`src/rtl/pts_pkg.sv`:
```
package pts_pkg;

   typedef enum logic [1:0] {
      ST_IDLE  = 2'd0,
      ST_ARM   = 2'd1,
      ST_TRACK = 2'd2
   } seq_state_t;

endpackage

```
`src/rtl/pts_deglitch.sv`:
```
module pts_deglitch #(
   parameter int DG_W    = 4,
   parameter int DEF_LEN = 4,
   parameter bit ENABLE  = 1'b1
) (
   input  logic            clk,
   input  logic            rst_n,
   input  logic            raw_i,
   input  logic [DG_W-1:0] len_i,
   output logic            filt_o,
   output logic            chg_o
);

   initial begin
      if (DG_W < 1 || DG_W > 16) $error("pts_deglitch: DG_W out of range");
      if (DEF_LEN < 1 || DEF_LEN >= (1 << DG_W)) $error("pts_deglitch: DEF_LEN out of range");
   end

   logic filt_q;
   logic filt_d;

   generate
      if (ENABLE) begin : g_filter
         logic [DG_W-1:0] run_q;
         logic [DG_W-1:0] len_eff;

         assign len_eff = (len_i == '0) ? DG_W'(DEF_LEN) : len_i;

         always_ff @(posedge clk or negedge rst_n) begin
            if (!rst_n) begin
               run_q  <= '0;
               filt_q <= 1'b0;
            end else if (raw_i == filt_q) begin
               run_q <= '0;
            end else if (run_q == len_eff - DG_W'(1)) begin
               run_q  <= '0;
               filt_q <= raw_i;
            end else begin
               run_q <= run_q + DG_W'(1);
            end
         end
      end else begin : g_bypass
         always_ff @(posedge clk or negedge rst_n) begin
            if (!rst_n) filt_q <= 1'b0;
            else        filt_q <= raw_i;
         end
      end
   endgenerate

   always_ff @(posedge clk or negedge rst_n) begin
      if (!rst_n) filt_d <= 1'b0;
      else        filt_d <= filt_q;
   end

   assign filt_o = filt_q;
   assign chg_o  = filt_q ^ filt_d;

endmodule

```
`src/rtl/pts_cycle_timer.sv`:
```
module pts_cycle_timer #(
   parameter int CNT_W = 12
) (
   input  logic             clk,
   input  logic             rst_n,
   input  logic             restart_i,
   input  logic             run_i,
   input  logic [CNT_W-1:0] wdt_lim_i,
   input  logic [CNT_W-1:0] start_lim_i,
   output logic             wdt_hit_o,
   output logic             start_hit_o
);

   localparam int EW = CNT_W + 1;
   localparam logic [EW-1:0] CNT_MAX = {EW{1'b1}};

   initial begin
      if (CNT_W < 2 || CNT_W > 30) $error("pts_cycle_timer: CNT_W out of range");
   end

   logic [EW-1:0] cnt_q;
   logic [EW-1:0] wdt_ext;
   logic [EW-1:0] start_ext;
   logic [EW-1:0] start_eff;

   assign wdt_ext   = {1'b0, wdt_lim_i};
   assign start_ext = {1'b0, start_lim_i};
   assign start_eff = (start_ext > wdt_ext) ? start_ext : wdt_ext + EW'(1);

   always_ff @(posedge clk or negedge rst_n) begin
      if (!rst_n)                         cnt_q <= '0;
      else if (restart_i)                 cnt_q <= '0;
      else if (run_i && cnt_q != CNT_MAX) cnt_q <= cnt_q + EW'(1);
   end

   assign wdt_hit_o   = run_i && (cnt_q == wdt_ext);
   assign start_hit_o = run_i && (cnt_q == start_eff);

endmodule

```
`src/rtl/pts_code_reg.sv`:
```
module pts_code_reg #(
   parameter int CODE_W   = 10,
   parameter bit SATURATE = 1'b1
) (
   input  logic              clk,
   input  logic              rst_n,
   input  logic              clear_i,
   input  logic              preload_i,
   input  logic              step_i,
   input  logic              down_i,
   input  logic              hold_i,
   output logic [CODE_W-1:0] code_o
);

   localparam logic [CODE_W-1:0] CODE_MAX = {CODE_W{1'b1}};

   initial begin
      if (CODE_W < 2 || CODE_W > 16) $error("pts_code_reg: CODE_W out of range");
   end

   logic [CODE_W-1:0] code_q;
   logic [CODE_W-1:0] prev_q;
   logic [CODE_W-1:0] step_val;

   generate
      if (SATURATE) begin : g_sat
         always_comb begin
            if (down_i) step_val = (code_q == '0) ? '0 : code_q - CODE_W'(1);
            else        step_val = (code_q == CODE_MAX) ? CODE_MAX : code_q + CODE_W'(1);
         end
      end else begin : g_wrap
         always_comb begin
            if (down_i) step_val = code_q - CODE_W'(1);
            else        step_val = code_q + CODE_W'(1);
         end
      end
   endgenerate

   always_ff @(posedge clk or negedge rst_n) begin
      if (!rst_n) begin
         code_q <= '0;
         prev_q <= '0;
      end else begin
         if (clear_i)        code_q <= '0;
         else if (preload_i) code_q <= prev_q;
         else if (step_i)    code_q <= step_val;
         if (hold_i)         prev_q <= code_q;
      end
   end

   assign code_o = code_q;

endmodule

```
`src/rtl/pulse_track_seq.sv`:
```
module pulse_track_seq #(
   parameter int CODE_W      = 10,
   parameter int CNT_W       = 12,
   parameter int DG_W        = 4,
   parameter int DG_DEF      = 4,
   parameter bit DG_ENABLE   = 1'b1,
   parameter bit SAT_ENABLE  = 1'b1
) (
   input  logic              clk,
   input  logic              rst_n,
   input  logic              pwm_i,
   input  logic              cmp_raw_i,
   input  logic [CNT_W-1:0]  wdt_lim_i,
   input  logic [CNT_W-1:0]  start_lim_i,
   input  logic [DG_W-1:0]   dgl_len_i,
   input  logic              tmo_clr_i,
   output logic [CODE_W-1:0] dac_code_o,
   output logic              valid_o,
   output logic              tmo_flag_o
);
   import pts_pkg::*;

   seq_state_t state_q;
   logic       pwm_q;
   logic       rise_w;
   logic       fall_w;
   logic       seen_q;
   logic       filt_w;
   logic       chg_w;
   logic       wdt_hit_w;
   logic       start_hit_w;
   logic       tmo_evt_w;
   logic       hold_w;
   logic       step_w;
   logic       valid_q;
   logic       flag_q;
   logic       in_arm;

   always_ff @(posedge clk or negedge rst_n) begin
      if (!rst_n) pwm_q <= 1'b0;
      else        pwm_q <= pwm_i;
   end

   assign rise_w = pwm_i & ~pwm_q;
   assign fall_w = ~pwm_i & pwm_q;
   assign in_arm = (state_q == ST_ARM) && !rise_w && !fall_w;

   pts_deglitch #(
      .DG_W    (DG_W),
      .DEF_LEN (DG_DEF),
      .ENABLE  (DG_ENABLE)
   ) u_dgl (
      .clk    (clk),
      .rst_n  (rst_n),
      .raw_i  (cmp_raw_i),
      .len_i  (dgl_len_i),
      .filt_o (filt_w),
      .chg_o  (chg_w)
   );

   pts_cycle_timer #(
      .CNT_W (CNT_W)
   ) u_tmr (
      .clk         (clk),
      .rst_n       (rst_n),
      .restart_i   (rise_w),
      .run_i       (state_q == ST_ARM),
      .wdt_lim_i   (wdt_lim_i),
      .start_lim_i (start_lim_i),
      .wdt_hit_o   (wdt_hit_w),
      .start_hit_o (start_hit_w)
   );

   assign tmo_evt_w = in_arm && wdt_hit_w && !seen_q && !chg_w;
   assign hold_w    = fall_w && (state_q != ST_IDLE);
   assign step_w    = (state_q == ST_TRACK) && !rise_w && !fall_w;

   always_ff @(posedge clk or negedge rst_n) begin
      if (!rst_n) begin
         state_q <= ST_IDLE;
         seen_q  <= 1'b0;
      end else if (rise_w) begin
         state_q <= ST_ARM;
         seen_q  <= 1'b0;
      end else if (hold_w) begin
         state_q <= ST_IDLE;
      end else if (in_arm) begin
         if (chg_w)       seen_q  <= 1'b1;
         if (start_hit_w) state_q <= ST_TRACK;
      end
   end

   pts_code_reg #(
      .CODE_W   (CODE_W),
      .SATURATE (SAT_ENABLE)
   ) u_code (
      .clk       (clk),
      .rst_n     (rst_n),
      .clear_i   (rise_w),
      .preload_i (tmo_evt_w),
      .step_i    (step_w),
      .down_i    (filt_w),
      .hold_i    (hold_w),
      .code_o    (dac_code_o)
   );

   always_ff @(posedge clk or negedge rst_n) begin
      if (!rst_n) begin
         valid_q <= 1'b0;
         flag_q  <= 1'b0;
      end else begin
         valid_q <= hold_w;
         if (tmo_evt_w)      flag_q <= 1'b1;
         else if (tmo_clr_i) flag_q <= 1'b0;
      end
   end

   assign valid_o    = valid_q;
   assign tmo_flag_o = flag_q;

endmodule

```
`config.mk`:
```
export PLATFORM = sky130hd
export DESIGN_NAME = pulse_track_seq
export DESIGN_NICKNAME = d
export VERILOG_FILES = /design/src/rtl/pts_pkg.sv /design/src/rtl/pts_deglitch.sv /design/src/rtl/pts_cycle_timer.sv /design/src/rtl/pts_code_reg.sv /design/src/rtl/pulse_track_seq.sv
export SDC_FILE = /design/constraint.sdc
export NUM_CORES = 1
export LEC_CHECK = 0
export ABC_CLOCK_PERIOD_IN_PS = 2400
export BUFFER_PORTS_ARGS = -buffer_cell sky130_fd_sc_hd__buf_2
export CORE_UTILIZATION = 45
export DETAILED_ROUTE_END_ITERATION = 8
export MAX_ROUTING_LAYER = met4
export PLACE_DENSITY_LB_ADDON = 0.12
export SKIP_LAST_GASP = 1
export SLEW_MARGIN = 25
export SYNTH_ARGS = -nofsm -noshare
export SYNTH_HDL_FRONTEND = slang
export SYNTH_SLANG_ARGS = --single-unit
export TNS_END_PERCENT = 10
```
`constraint.sdc`:
```
create_clock -name clk -period 2.4 [get_ports clk]
set_input_delay 0.24 -clock clk [delete_from_list [all_inputs] [get_ports clk]]
set_output_delay 0.24 -clock clk [all_outputs]
set_load 0.005 [all_outputs]
```
==> results.ini <==
[route]
viasPerCell = 5.62
wl_per_cell_um = 15.8
drt_iter0_markers = 260
num_vias = 3755
first_pass_iters = 5
drc = 0
routed_wl_um = 10600
ant_nets = 0

[floorplanning]
ios = 45
die_w_um = 92.3
num_rows = 32
core_um2 = 7810
initial_utilization = 0.470
dieHeight_um = 92.3
die_area_um2 = 8510

[worst_setup_path]
endpoint_kind = register
worst_setup_path_start_kind = register
arrival_ns = 2.63
cpMaxStageDelayCell = or4_1
slowest_delay_ns = 0.49
crit_type = reg2reg
critPathRequiredTime_ns = 2.59
crit_fanout = 2
path_cells = xnor2_4 > or4_1 > o22ai_2 > o21ai_2 > a2bb2oi_1 > a2111oi_4 > a41oi_2 > maj3_2

[power_and_ir_drop]
switching_share = 0.413
power_density_nw_per_um2 = 704
clockPowerShare = 0.142
internal-power_mw = 2.02
ir_drop_mv = 0.492
p_leak_nw = 2.29
sequentialPowerShare = 0.353
p_sw_mw = 1.42
comb_power_share = 0.505
power_mw = 3.44

[placed_design]
placed_cell_area_um2 = 4690
dp.final_hpwl_um = 8410
port-buffer-count = 44
place_congestion = 1.05
dp.cells = 656
dp_worst_setup_slack_ns = -0.304

[synthesis]
synth_nets = 493
yosysUniqueCellTypes = 57
syn_inst = 442
synth_common_cells = dfrtp_1, nor2_1, nand2_1
async_reset_ff_frac = 1.00
synth_top_area_share = 0.307
syn_avg_cell_area_um2 = 8.29
synth-seq-area-share = 0.307
synth_edf_count = 0
netlist_top_cells_area = dfrtp_1, xor2_1, ha_1, xnor2_1, a21oi_1
yosys.area.top_type = dfrtp_1
synth_flop_cell = dfrtp_1
yosys_warnings = 0
synth.most_common_cell = dfrtp_1
ys_ff_latch = 45
netlist_area_um2 = 3670

[sta]
period_needed_ns = 2.44
rsz0062_at_grt = true
hold_viol = 0
holdWs_ns = 0.124
min_period_over_period = 1.02
maxSlewViolCount = 0
clock_skew_ns = 0.0162
setup_ws_ns = -0.0398
fin_tns_setup_ns = -0.0521
setup_viol = 2
fmax_ghz = 0.410
tightest_slew_ns = 0.808
slew-limit-headroom = 0.459

[cells_and_area]
drive_above_1_share = 0.325
diodes = 0
stdcell_count = 668
area_delta_synth_final_pct = 33.0
nNetsFinal = 616
design_area_um2 = 4880
fin_util = 0.625

[clocking]
clk_path_buf_depth = 2
clock-sinks = 45
clkLatencyLatePin_ns = 0.31
cts_root_buffer = clkbuf_8
clk_pin_slew_ns = 0.09
htreeDepth = 2
cts_tree = done
cts_made_buffers = 5

[grt]
grt_max_degree = 32
track_usage = 0.270
grtUsageMet1 = 0.401
grtUsageMet3 = 0.0373
busiest_layer = met1
grt_pass1_vias = 3573
grt_overflow = 0
use_met2 = 0.391
antenna_found_initial = 0
grt_pass1_wl_um = 17700

[min_path]
min-delay-path-class = in2reg

[run_status]
violations = setup timing
status = finished with violations

[run]
cap_violations = 0

-- registers in the layout, indices dropped and copies added (netlist names) --
name	count
tmo_flag_o	1
seen_q	1
u_code.code_o	10
valid_o	1
state_q	2
u_dgl.g_filter.run_q	4
u_code.prev_q	10
u_dgl.filt_o	1
u_tmr.cnt_q	13
u_dgl.filt_d	1
pwm_q	1
-- worst max-delay path: cells and delay by family (launching register included) --
| family | cells | cell delay, ns |
|---|---|---|
| AND/OR/NAND/NOR | 1 | 0.49 |
| flip-flops | 1 | 0.44 |
| AO/OA/AOI/OAI | 5 | 0.97 |
| XOR/XNOR | 1 | 0.13 |
| adder cells (fa/ha/maj) | 1 | 0.31 |
-- kinds of logic (layout without fill, tap and decap cells) --
logic type	after synthesis	after routing	share of synthesized area
flops	45	45	0.307
buf+inv	56	180	0.0601
mux	14	14	0.0420
xor+xnor	51	51	0.122
simple gates	153	153	0.216
fa+ha+maj	19	19	0.0645
compound gates	104	104	0.189
-- cell usage in the layout, fill, tap and decap left out, types with 5 or more instances in the layout --
master    synthesis  layout
buf_4             2      98
buf_2             2      44
dfrtp_1          45      44
nor2_1           33      33
nand2_1          31      31
inv_1            28      28
a21oi_1          26      26
xor2_1           26      26
o21ai_0          25      25
xnor2_1          25      23
nand3_1          20      20
ha_1             18      18
nor3_1           17      13
nand4_1          11      11
mux2_2           11      10
a21o_1            9       9
nand2b_1          8       7
or3_1             7       7
a211oi_1          7       6
a31oi_1           6       6
clkbuf_8          0       5
-- layer usage --
metal,vias to the layer above,wire length (µm)
met5,-,0
met4,0,76
met3,8,703
met2,138,4530
met1,1784,5260
li1,1825,-
-- final timing paths --
check | startpoint | to | slack, ns | cells past startpoint
worst min register to register | tmo_flag_o | tmo_flag_o | 0.50 | 1
max in group asynchronous | rst_n | u_tmr.cnt_q[8] | 1.30 | 3
min in group asynchronous | rst_n | tmo_flag_o | 0.35 | 2
worst min-delay path | pwm_i | pwm_q | 0.12 | 1
worst max-delay path | u_tmr.cnt_q[8] | state_q[0] | -0.04 | 8
worst max register to register | u_tmr.cnt_q[8] | state_q[0] | -0.04 | 8
-- power groups by stage --
stage / logic [mW] / registers, mW / clock network [mW]
3_3_place_gp: 1.61 / 1.20 / 0
2_1_floorplan: 1.06 / 1.10 / 0
5_1_grt: 1.92 / 1.25 / 0.520
3_5_place_dp: 1.64 / 1.21 / 0
6_report: 1.73 / 1.21 / 0.487
4_1_cts: 1.67 / 1.19 / 0.499
-- timing repair --
action,CTS,global route
buffers inserted,1,2
gates resized for setup,1,10
endpoints found under the setup margin,4,15
hold buffers,1,0
pin swaps,7,5
endpoints found under the hold margin,14,0
-- cell type report --
class	count	area [µm²]
inverter	29	109
sequential	45	1130
clock inverter	3	21.3
timing repair buffer	143	966
tap	102	128
multi-input combinational	341	2460
clock buffer	5	68.8
fill	718	2930
No activity file was read; power rests on OpenSTA's default activity.
